<file path="src/rtl/dbv_pkg.sv">
package dbv_pkg;
   // Width of a counter that must hold values 0 .. n-1 (never less than 1)
   function automatic int unsigned cnt_bits(input int unsigned n);
      return (n < 2) ? 1 : $clog2(n);
   endfunction
endpackage

</file>
<file path="src/rtl/dbv_sync.sv">
module dbv_sync #(
   parameter int unsigned       W       = 8,
   parameter int unsigned       STAGES  = 2,
   parameter logic [W-1:0]      RST_VAL = '1
) (
   input  logic         clk,
   input  logic         rst_n,
   input  logic [W-1:0] d,
   output logic [W-1:0] q
);
   logic [W-1:0] chain [STAGES];

   always_ff @(posedge clk or negedge rst_n) begin
      if (!rst_n) begin
         for (int i = 0; i < STAGES; i++) chain[i] <= RST_VAL;
      end else begin
         chain[0] <= d;
         for (int i = 1; i < STAGES; i++) chain[i] <= chain[i-1];
      end
   end

   assign q = chain[STAGES-1];
endmodule

</file>
<file path="src/rtl/dbv_tick.sv">
module dbv_tick #(
   parameter int unsigned PERIOD = 4
) (
   input  logic clk,
   input  logic rst_n,
   output logic tick
);
   localparam int unsigned CW = dbv_pkg::cnt_bits(PERIOD);

   generate
      if (PERIOD <= 1) begin : g_every
         assign tick = 1'b1;
      end else begin : g_div
         logic [CW-1:0] cnt;
         localparam logic [CW-1:0] LAST = CW'(PERIOD - 1);
         always_ff @(posedge clk or negedge rst_n) begin
            if (!rst_n)          cnt <= '0;
            else if (cnt == LAST) cnt <= '0;
            else                 cnt <= cnt + 1'b1;
         end
         assign tick = (cnt == LAST);
      end
   endgenerate
endmodule

</file>
<file path="src/rtl/dbv_vcount.sv">
module dbv_vcount #(
   parameter int unsigned  W    = 8,
   parameter logic [W-1:0] INIT = '1
) (
   input  logic         clk,
   input  logic         rst_n,
   input  logic         tick,
   input  logic [W-1:0] samp,
   output logic [W-1:0] db,
   output logic [W-1:0] chg,
   output logic [W-1:0] cnt_hi,
   output logic [W-1:0] cnt_lo
);
   logic [W-1:0] hi_q, lo_q, db_q, chg_q;
   logic [W-1:0] diff, hi_n, lo_n, flip;

   always_comb begin
      diff = samp ^ db_q;
      // cyclic 2-bit step on every lane, then clear lanes that agree
      hi_n = (hi_q ^ lo_q) & diff;
      lo_n = ~lo_q & diff;
      // wrapped to zero while still differing -> accept new level
      flip = ~(~diff | hi_n | lo_n);
   end

   always_ff @(posedge clk or negedge rst_n) begin
      if (!rst_n) begin
         hi_q  <= '0;
         lo_q  <= '0;
         db_q  <= INIT;
         chg_q <= '0;
      end else if (tick) begin
         hi_q  <= hi_n;
         lo_q  <= lo_n;
         db_q  <= db_q ^ flip;
         chg_q <= flip;
      end else begin
         chg_q <= '0;
      end
   end

   assign db     = db_q;
   assign chg    = chg_q;
   assign cnt_hi = hi_q;
   assign cnt_lo = lo_q;
endmodule

</file>
<file path="src/rtl/sw_debounce_vc.sv">
module sw_debounce_vc #(
   parameter int unsigned      LANES       = 8,
   parameter int unsigned      SYNC_STAGES = 2,
   parameter int unsigned      TICK_CYCLES = 100000,
   parameter logic [LANES-1:0] IDLE_LEVEL  = '1
) (
   input  logic             clk,
   input  logic             rst_n,
   input  logic [LANES-1:0] sw_raw,
   output logic [LANES-1:0] db_out,
   output logic [LANES-1:0] db_chg,
   output logic             any_active
);
   generate
      if (LANES < 1) begin : g_bad_lanes
         $error("sw_debounce_vc: LANES must be at least 1");
      end
      if (SYNC_STAGES < 2) begin : g_bad_sync
         $error("sw_debounce_vc: SYNC_STAGES must be at least 2");
      end
      if (TICK_CYCLES < 1) begin : g_bad_tick
         $error("sw_debounce_vc: TICK_CYCLES must be at least 1");
      end
   endgenerate

   logic             tick_w;
   logic [LANES-1:0] samp_w, hi_w, lo_w;

   dbv_sync #(.W(LANES), .STAGES(SYNC_STAGES), .RST_VAL(IDLE_LEVEL)) u_sync (
      .clk(clk), .rst_n(rst_n), .d(sw_raw), .q(samp_w));

   dbv_tick #(.PERIOD(TICK_CYCLES)) u_tick (
      .clk(clk), .rst_n(rst_n), .tick(tick_w));

   dbv_vcount #(.W(LANES), .INIT(IDLE_LEVEL)) u_core (
      .clk(clk), .rst_n(rst_n), .tick(tick_w), .samp(samp_w),
      .db(db_out), .chg(db_chg), .cnt_hi(hi_w), .cnt_lo(lo_w));

   assign any_active = |(db_out ^ IDLE_LEVEL);
endmodule

</file>
<file path="config.mk">
export PLATFORM = sky130hd
export DESIGN_NAME = sw_debounce_vc
export DESIGN_NICKNAME = d
export VERILOG_FILES = /design/src/rtl/dbv_pkg.sv /design/src/rtl/dbv_sync.sv /design/src/rtl/dbv_tick.sv /design/src/rtl/dbv_vcount.sv /design/src/rtl/sw_debounce_vc.sv
export SDC_FILE = /design/constraint.sdc
export NUM_CORES = 1
export LEC_CHECK = 0
export BUFFER_PORTS_ARGS = -buffer_cell sky130_fd_sc_hd__buf_2
export CAP_MARGIN = 25
export CORE_MARGIN = 3
export CORE_UTILIZATION = 51
export CTS_CLUSTER_SIZE = 40
export DETAILED_ROUTE_END_ITERATION = 7
export PLACE_DENSITY = 0.79
export SYNTH_ARGS = -nofsm -noshare
export SYNTH_HDL_FRONTEND = slang
export SYNTH_HIERARCHICAL = 1
export SYNTH_SLANG_ARGS = --single-unit
</file>
<file path="constraint.sdc">
create_clock -name clk -period 3.3 [get_ports clk]
set_input_delay 0.495 -clock clk [delete_from_list [all_inputs] [get_ports clk]]
set_output_delay 0.495 -clock clk [all_outputs]
set_load 0.02 [all_outputs]
</file>
==> run_results.csv, run 1 <==
group,metric,value,unit
yosys,ys_warn_count,6,
global_routing,grt_max_degree,42,
cells_and_area,drive_gt1_share,33.9,%
cts,numClockSinks,65,
cts,numCtsBuffers,9,
sta,rsz0062_at_grt,"no",
worst_setup_path,r2r_setup_slack,0.79,ns
yosys,synth_cell_types,32,
cts,clockBufferDepth,2,
yosys,synth_compound_area_share,6.97,%
sta,skew,0.00564,ns
floorplanning,initial_core_util,53.5,%
sta,period_share,76.2,%
cts,postCtsResizedCells,0,
power,finalPower,1.44,mW
cells_and_area,syn_to_final_growth,11.4,%
yosys,ys_seq_area_share,59.9,%
power,p_leak,1.34,nW
route,first_pass_iters,4,
sta,fin_setup_tns,0,ns
route,vias,1693,
route,avgViaCountPerCell,5.18,
sta,max_freq,398,MHz
cts,root_buffer,"clkbuf_8",
cts,cts_max_level,3,
yosys,muxShareOfSynthArea,3.26,%
cells_and_area,final_util,59.6,%
yosys,synth_nets,237,
yosys,synthCells,226,
power,power.density,466,nW/um2
route,routed_wl,4170,um
flow_run,max_cap_viol_count,0,
global_routing,grt_pass1_vias,1615,
yosys,synth_area,2770,um2
floorplanning,core_area,5170,um2
yosys,synthAdderAreaFrac,0.452,%
yosys,synth_xor_area_share,6.97,%
yosys,synth_top_family_by_area,"simple AND/OR/NAND/NOR gates",
sta,finalHoldViolCount,0,
worst_setup_path,crit_type,"register to register",
global_routing,grt_usage,15.1,%
worst_setup_path,setup.worst_path.start_class,"register",
cts,tritoncts,"done",
cts,path_clk_slew,0.06,ns
route,antenna_left,0,
cells_and_area,insertedDiodeCount,0,
power,peakVddDrop,331,uV
global_routing,overflow,0,
cts,cts_setup_buffers,0,
cells_and_area,final_common_cell,"dfrtp_1",
global_routing,grt_antenna_before_repair,0,
sta,slew_headroom,66.2,%
cells_and_area,fin_nets,263,
status,outcome,"completed",
worst_setup_path,critPathArrivalTime,2.77,ns
global_routing,grt_pass1_wl,7110,um
sta,setup_viol,0,
sta,min_period,2.51,ns
floorplanning,dieHeight,79.7,um
route,wl_per_cell,12.8,um
placed_design,gp_congestion,0.756,
route,drt-initial-drc-count,73,
sta,worst_pin_slew,0.507,ns
floorplanning,dieArea,6340,um2
worst_setup_path,endpoint_kind,"register",
yosys,yosys.area_share.simple,18.5,%
floorplanning,pin_count,27,
cts,hold_buffers,0,
cts,clk_latency,0.33,ns
placed_design,dpl.hpwl,2880,um
route,drc,0,
yosys,ys_ff_latch,65,
worst_hold_path,hold_class,"input port to asynchronous set/reset pin",
placed_design,portBuffers,26,
yosys,postSynthAreaPerCell,12.2,um2
sta,drv_slew,0,
worst_setup_path,critical_path_required,3.56,ns
floorplanning,die_w,79.7,um
cells_and_area,final_cell_mix,"41 x dfrtp_1, 26 x buf_2, 24 x nand2b_1, 24 x dfstp_2",
worst_setup_path,critPathMaxFanout,39,
floorplanning,row_count,26,
==> stage by stage <==
step | cell area [um2] | instances | setup WS, ns | hold WS (ns)
finish | 3080 | 327 | 0.785 | 0.127
global route | 3080 | 327 | 0.685 | 0.148
CTS | 3080 | 327 | 0.796 | 0.134
detailed placement | 2900 | 311 | 0.824 | 0.348
global placement | 2900 | 311 | 0.896 | 0.346
floorplan | 2770 | 226 | 0.928 | 0.199
==> cells by family (layout without fill, tap and decap cells) <==
group	after synthesis	in the layout
AND/OR/NAND/NOR	89	89
AO/OA/AOI/OAI	26	26
buffers and inverters	15	46
XOR/XNOR	22	22
adder cells (fa/ha/maj)	1	1
multiplexers	8	8
flip-flops	65	65
==> cell usage after synthesis (all sizes together) <==
library cell   n  area, um2
a21oi          1       5.00
nand4          6       37.5
o31ai          1       7.51
nand2          8       30.0
nand3b         8       60.1
xor2           5       43.8
clkbuf         2       7.51
nor2          17       63.8
dfrtp         41       1030
and4           2       17.5
nor3           4       20.0
or3            1       6.26
nor2b          1       6.26
buf           12       98.8
or4            3       26.3
dfstp         24        631
or2            1       6.26
nand2b        24        150
nand3         12       60.1
a22oi          8       60.1
xnor2         17        149
inv            1       3.75
nor4           2       27.5
ha             1       12.5
mux2           8       90.1
a21bo          8       80.1
o21ai          8       40.0
==> critical path: stages, from the launching register on <==
cell and delay, ns:
dfrtp_1 0.43, or4_1 0.57, or4_4 0.44, nor4_4 0.16
buf_4 0.36, nand3_1 0.16, mux2_2 0.31
==> power by group <==
group | internal, mW | leakage (nW) | switching, mW | total (mW)
logic | 0.00781 | 0.436 | 0.0193 | 0.0271
registers | 0.815 | 0.809 | 0.00499 | 0.820
clock network | 0.309 | 0.0911 | 0.280 | 0.589
total | 1.13 | 1.34 | 0.304 | 1.44
==> sequential cells by signal, summed over array words and instances (netlist names) <==
name,flops
u_core/cnt_hi,8
u_core/cnt_lo,8
u_sync/chain,8
u_core/db,8
u_sync/q,8
u_tick/g_div.cnt,17
u_core/chg,8
==> worst paths after layout <==
check                                                from                            to  depth (start not counted)
max                        u_tick/g_div.cnt[11]$_DFF_PN0_      u_core/db[6]$_DFFE_PN1P_                          6
min                                                 rst_n  u_core/cnt_lo[2]$_DFFE_PN0P_                          1
max reg2reg                u_tick/g_div.cnt[11]$_DFF_PN0_      u_core/db[6]$_DFFE_PN1P_                          6
min reg2reg                    u_sync/chain[12]$_DFF_PN1_         u_sync/q[4]$_DFF_PN1_                          0
max in group asynchronous                           rst_n      u_core/db[0]$_DFFE_PN1P_                          2
min in group clk                                sw_raw[4]    u_sync/chain[12]$_DFF_PN1_                          1
==> metal layers <==
layer  up-vias  track usage (%)  part of all wire [%]  wire length, um
li1        823                -                     -                -
met1       829             18.8                    46             1940
met2        32             22.6                    47             1970
met3         9             5.87                   4.4              184
met4         0             7.73                   2.1               86
met5         -                0                     0                0
==> final cells by class <==
| cell class | count | area [um2] |
|---|---|---|
| inverter | 1 | 3.75 |
| multi-input combinational | 146 | 1000 |
| sequential | 65 | 1660 |
| clock inverter | 5 | 30.0 |
| fill | 421 | 2090 |
| clock buffer | 11 | 151 |
| tap | 70 | 87.6 |
| timing repair buffer | 29 | 153 |
No activity file was read; power rests on OpenSTA's default activity.
==> run 2: changes to the inputs <==
Settings changed: ABC_AREA from default to 1, PLACE_DENSITY 0.79 to 0.82.
Clock period 3.3 ns to 2.2 ns, I/O delays scaled along.
==> run 2 against run 1 <==
Net effect: area after synthesis increased by 7.2%; clock power increased by 66%; fmax increased by 28%; utilization increased by 0.38 points; non-clock buffer count increased by 2; power increased by 57%.
==> run_results.csv, run 2 <==
group,metric,value,unit
worst_setup_path,path_buf_inv,4,
cells_and_area,largest_reg_flops,17,
yosys,synth_common_cells,"100 x nand2_1, 44 x inv_1, 41 x dfrtp_1, 41 x nor2_1, 24 x dfstp_2",
cts,cts_max_level,3,
global_routing,grt_usage,17.1,%
route,wl_per_cell,11.3,um
sta,min_period,1.97,ns
yosys,postSynthAreaPerCell,8.67,um2
power,power.density,675,nW/um2
floorplanning,initial_core_util,53.2,%
worst_setup_path,critical_path_required,2.46,ns
route,routed_wl,5060,um
floorplanning,core_area,5570,um2
yosys,synth_cell_types,23,
floorplanning,dieArea,6770,um2
placed_design,gp_congestion,0.830,
yosys,ys_ff_latch,65,
floorplanning,die_w,82.3,um
flow_run,max_cap_viol_count,0,
power,peakVddDrop,419,uV
yosys,yosysTopAreaCellShare,34.6,%
cts,path_clk_slew,0.07,ns
cts,numCtsBuffers,9,
route,antenna_left,0,
cells_and_area,fillers,462,
status,outcome,"completed",
sta,fin_setup_tns,0,ns
yosys,synth_area,2970,um2
cells_and_area,insertedDiodeCount,0,
cells_and_area,final_cell_mix,"100 x nand2_1, 44 x inv_1, 41 x nor2_1, 41 x dfrtp_1, 26 x buf_2",
worst_setup_path,endpoint_kind,"register",
cts,tritoncts,"done",
global_routing,overflow,0,
route,first_pass_iters,4,
yosys,synth_nets,353,
route,drc,0,
sta,skew,0.00860,ns
placed_design,dpl.cell_count,432,
power,finalPower,2.25,mW
sta,max_freq,508,MHz
global_routing,grt_pass1_vias,2074,
floorplanning,dieHeight,82.3,um
sta,setup_viol,0,
route,drt-initial-drc-count,65,
sta,period_share,89.5,%
worst_setup_path,critPathMaxFanout,16,
yosys,synthMostInstantiatedCell,"nand2_1",
floorplanning,pin_count,27,
worst_setup_path,crit_type,"register to register",
cells_and_area,fin_nets,383,
placed_design,postPlaceCellArea,3140,um2
global_routing,grt_antenna_before_repair,0,
global_routing,grt_pass1_wl,8640,um
cells_and_area,layout.cells.non_filler,449,
cells_and_area,final_common_cell,"nand2_1",
worst_hold_path,hold_class,"input port to register",
yosys,synthCells,342,
yosys,ys_seq_area_share,55.9,%
cells_and_area,drive_gt1_share,23.3,%
worst_setup_path,cp_top_family,"simple AND/OR/NAND/NOR gates",
sta,drv_slew,0,
yosys,synthTopCellsByArea,"dfrtp_1 35%, dfstp_2 21%, nand2_1 13%",
yosys,synth_ff_type,"dfrtp_1",
placed_design,detailedPlace.worstSlack,0.253,ns
cells_and_area,syn_to_final_growth,12.7,%
cts,clockBufferDepth,2,
worst_setup_path,setup.worst_path.start_class,"register",
sta,finalHoldViolCount,0,
global_routing,grt_max_degree,66,
cts,clk_latency,0.34,ns
sta,rsz0062_at_grt,"no",
yosys,synth_edf_count,0,
cells_and_area,top_register,"u_tick/g_div.cnt",
route,avgViaCountPerCell,4.76,
sta,worst_pin_slew,0.336,ns
worst_setup_path,crit_chain,"ha_1, nand2_2, inv_1, nand2_1, nor2_1, nand2_2, inv_2, buf_4, nand2_1, inv_1, nand2_1, nor2_1",
cts,numClockSinks,65,
worst_setup_path,cp_common_cell,"nand2_1",
sta,fin_ws,0.230,ns
worst_setup_path,critPathSlowestCell,"dfrtp_1",
cts,postCtsResizedCells,0,
route,vias,2138,
worst_setup_path,critPathArrivalTime,2.23,ns
yosys,yosysTopAreaCell,"dfrtp_1",
worst_setup_path,critPathMaxStageDelay,0.40,ns
cells_and_area,stdcell_area,3340,um2
power,p_leak,1.77,nW
yosys,synthArstFlopShare,100,%
placed_design,portBuffers,26,
yosys,ys_warn_count,6,
cts,root_buffer,"clkbuf_8",
sta,hold_slack,0.0816,ns
sta,slew_headroom,77.6,%
cells_and_area,final_util,60.0,%
placed_design,dpl.hpwl,3660,um
floorplanning,row_count,27,
-- run 2: cell types whose count changed after synthesis, sizes merged, moves of 3 or more --
cell,delta
nand2,+99
inv,+44
nor2,+30
nand2b,-24
xnor2,-11
a21bo,-8
a22oi,-8
mux2,-8
nand3b,-8
a21oi,+7
nand3,+7
xor2,+6
o21bai,+5
or4,-3
-- run 2: area by class of cell --
type,instances,area [um2],area share (%)
flip-flops and latches,65,1660,49.6
well taps,72,90.1,2.70
clock buffers,9,124,3.71
clock inverters,7,71.3,2.13
multi-input cells,220,1050,31.4
repair buffers,31,183,5.47
inverters,45,169,5.05
-- run 2: report_power, final --
group	internal [mW]	switching, mW	leakage, nW
registers	1.22	0.00886	0.809
logic	0.0152	0.0319	0.860
clock network	0.522	0.454	0.103
total	1.76	0.495	1.77
-- run 2: per-layer routing --
| layer | GRT usage [%] | share of wire [%] |
|---|---|---|
| met5 | 0 | 0 |
| met4 | 8.47 | 2.0 |
| met3 | 4.88 | 3.6 |
| met2 | 28.7 | 48 |
| met1 | 19.8 | 46 |
-- run 2: worst reg2reg max path, delay by kind of cell, from the launching register on --
kind	cells	cell delay (ns)
buffers and inverters	4	0.63
AND/OR/NAND/NOR	7	0.65
flip-flops	1	0.40
adder cells (fa/ha/maj)	1	0.22
-- run 2: cells by family after synthesis --
| family | synth area share [%] |
|---|---|
| xor+xnor | 5.02 |
| buf+inv | 8.78 |
| fa+ha+maj | 0.422 |
| flops | 55.9 |
| compound gates | 4.01 |
| simple gates | 25.9 |
-- run 2: path summary, 6_finish.rpt --
| kind | cells after the start | slack, ns | to | start |
|---|---|---|---|---|
| setup / recovery | 12 | 0.23 | u_core/chg[6]$_DFF_PN0_ | u_tick/g_div.cnt[0]$_DFF_PN0_ |
| hold / removal | 1 | 0.08 | u_sync/chain[8]$_DFF_PN1_ | sw_raw[0] |
| setup reg to reg | 12 | 0.23 | u_core/chg[6]$_DFF_PN0_ | u_tick/g_div.cnt[0]$_DFF_PN0_ |
| hold reg to reg | 0 | 0.35 | u_sync/q[5]$_DFF_PN1_ | u_sync/chain[13]$_DFF_PN1_ |
| max in group asynchronous | 3 | 1.35 | u_sync/q[0]$_DFF_PN1_ | rst_n |
| min in group asynchronous | 3 | 0.53 | u_tick/g_div.cnt[11]$_DFF_PN0_ | rst_n |
-- run 2: what timing repair did --
action	4_1_cts	5_1_grt
endpoints found under the setup margin	0	0
hold endpoints to repair	19	0
hold buffers	1	0
buffers inserted	0	0
==> run 3: changes to the inputs <==
Settings changed: CTS_BUF_LIST from default to sky130_fd_sc_hd__clkbuf_2.
==> run 3 against run 2 <==
Net effect: sequential share of layout area barely moved; fmax fell by 0.81%; sequential power barely moved; global-route usage rose by 0.32 points; critical path depth did not move; combinational power rose by 23%; first-iteration DRC count rose by 80%; largest power group unchanged.
==> run_results.csv, run 3 (synthesis gave the netlist of run 2 again) <==
group,metric,value,unit
floorplanning,initial_core_util,53.2,%
cts,tritoncts,"done",
placed_design,dpl.cell_count,432,
cells_and_area,final_cell_mix,"100 x nand2_1, 44 x inv_1, 41 x nor2_1, 41 x dfrtp_1, 26 x buf_2",
route,vias,2181,
worst_setup_path,r2r-start,"u_tick/g_div.cnt[0]$_DFF_PN0_",
floorplanning,dieArea,6770,um2
cells_and_area,top_register,"u_tick/g_div.cnt",
global_routing,grt_pass1_wl,8860,um
floorplanning,pin_count,27,
sta,slew_headroom,77.7,%
route,antenna_left,0,
sta,rsz0062_at_grt,"no",
cts,clockBufferDepth,2,
sta,worst_pin_slew,0.334,ns
route,wl_per_cell,11.2,um
cells_and_area,largest_reg_flops,17,
cts,path_clk_slew,0.18,ns
sta,period_share,90.3,%
global_routing,overflow,0,
worst_hold_path,whs_endpoint,"u_sync/q[5]$_DFF_PN1_",
route,routed_wl,5130,um
route,drc,0,
worst_setup_path,critical_path_required,2.63,ns
power,power.density,593,nW/um2
worst_hold_path,worstHoldStart,"u_sync/chain[13]$_DFF_PN1_",
sta,skew,0.0168,ns
cts,cts_max_level,3,
sta,max_freq,504,MHz
route,avgViaCountPerCell,4.77,
route,first_pass_iters,4,
sta,finalHoldViolCount,0,
cts,postCtsResizedCells,0,
floorplanning,die_w,82.3,um
sta,drv_slew,0,
cells_and_area,insertedDiodeCount,0,
cts,clk_latency,0.49,ns
worst_setup_path,r2r_setup_slack,0.21,ns
global_routing,grt_usage,17.4,%
floorplanning,dieHeight,82.3,um
cts,root_buffer,"clkbuf_2",
cells_and_area,layout.cells.non_filler,457,
cells_and_area,fillers,468,
global_routing,grt_max_degree,66,
cts,numClockSinks,65,
flow_run,max_cap_viol_count,0,
global_routing,grt_antenna_before_repair,0,
worst_setup_path,worstReg2RegEnd,"u_core/chg[6]$_DFF_PN0_",
cts,cts_setup_buffers,0,
worst_hold_path,hold_class,"register to register",
worst_setup_path,setup.worst_path.start_class,"register",
worst_setup_path,endpoint_kind,"register",
route,drt-initial-drc-count,117,
cells_and_area,fin_nets,391,
global_routing,grt_pass1_vias,2105,
sta,min_period,1.99,ns
placed_design,postPlaceCellArea,3140,um2
worst_setup_path,critPathMaxFanout,16,
cts,numCtsBuffers,9,
worst_setup_path,crit_type,"register to register",
cells_and_area,syn_to_final_growth,12.7,%
placed_design,portBuffers,26,
worst_setup_path,reg2reg_depth,12,
worst_hold_path,hold_depth,0,
status,outcome,"completed",
power,p_leak,1.78,nW
floorplanning,core_area,5570,um2
sta,hold_slack,0.354,ns
sta,fin_setup_tns,0,ns
cells_and_area,stdcell_area,3340,um2
power,peakVddDrop,390,uV
floorplanning,row_count,27,
placed_design,gp_congestion,0.830,
cells_and_area,final_common_cell,"nand2_1",
cells_and_area,drive_gt1_share,22.9,%
worst_setup_path,critPathArrivalTime,2.41,ns
sta,setup_viol,0,
placed_design,dpl.hpwl,3660,um
run 3: cell types whose count changed in the layout (fill, tap and decap cells not counted), sizes merged:
cell         previous run  this run
dlygate4sd3             1         9
run 3: area by class of cell:
type	count	area [um2]	area share [%]
inverter	45	169	5.05
multi-input combinational	220	1050	31.4
timing repair buffer	39	263	7.86
clock buffer	9	45.0	1.35
sequential	65	1660	49.6
clock inverter	7	71.3	2.13
tap	72	90.1	2.69
run 3: critical path: stages, from the launching register on:
cell,delay (ns)
dfrtp_1,0.44
ha_1,0.22
nand2_2,0.08
inv_1,0.07
nand2_1,0.05
nor2_1,0.11
nand2_2,0.12
inv_2,0.20
buf_4,0.24
nand2_1,0.10
inv_1,0.09
nand2_1,0.07
nor2_1,0.12
run 3: repair_timing:
item / CTS / global route
endpoints found under the hold margin: 49 / 0
hold buffers: 9 / 0
setup endpoints to repair: 0 / 0
run 3: routing by layer:
layer	up-vias	global-route usage [%]	part of all wire, %
li1	1118	-	-
met1	1023	20.4	45
met2	33	29.4	49
met3	7	6.51	4.3
met4	0	5.48	1.5
met5	-	0	0
run 3: metrics by stage:
stage / power (mW) / worst slack, ns / util (%)
6_report: 1.98 / 0.214 / 60.0
5_1_grt: 2.09 / 0.00209 / 60.0
4_1_cts: 2.02 / 0.188 / 60.0
3_5_place_dp: 1.30 / 0.253 / 56.3
3_3_place_gp: 1.30 / 0.365 / 56.3
2_1_floorplan: 1.27 / 0.616 / -
run 3: worst max-delay path by stage:
stage	start	to	slack, ns	depth (start not counted)
after detailed placement	u_tick/g_div.cnt[0]$_DFF_PN0_	u_core/chg[6]$_DFF_PN0_	0.25	12
after floorplan	u_tick/g_div.cnt[0]$_DFF_PN0_	u_core/cnt_hi[4]$_DFFE_PN0P_	0.62	11
after CTS	u_tick/g_div.cnt[0]$_DFF_PN0_	u_core/chg[6]$_DFF_PN0_	0.19	12
after global routing	u_tick/g_div.cnt[0]$_DFF_PN0_	u_core/db[2]$_DFFE_PN1P_	0.002	13
after global placement	u_tick/g_div.cnt[0]$_DFF_PN0_	u_core/cnt_lo[6]$_DFFE_PN0P_	0.36	13
final	u_tick/g_div.cnt[0]$_DFF_PN0_	u_core/chg[6]$_DFF_PN0_	0.21	12
run 3: power by group:
group          switching, mW  total, mW  leakage, nW  internal [mW]
combinational         0.0334     0.0578        0.893         0.0244
sequential           0.00900       1.23        0.809           1.22
clock                  0.429      0.692       0.0756          0.263
total                  0.472       1.98         1.78           1.51
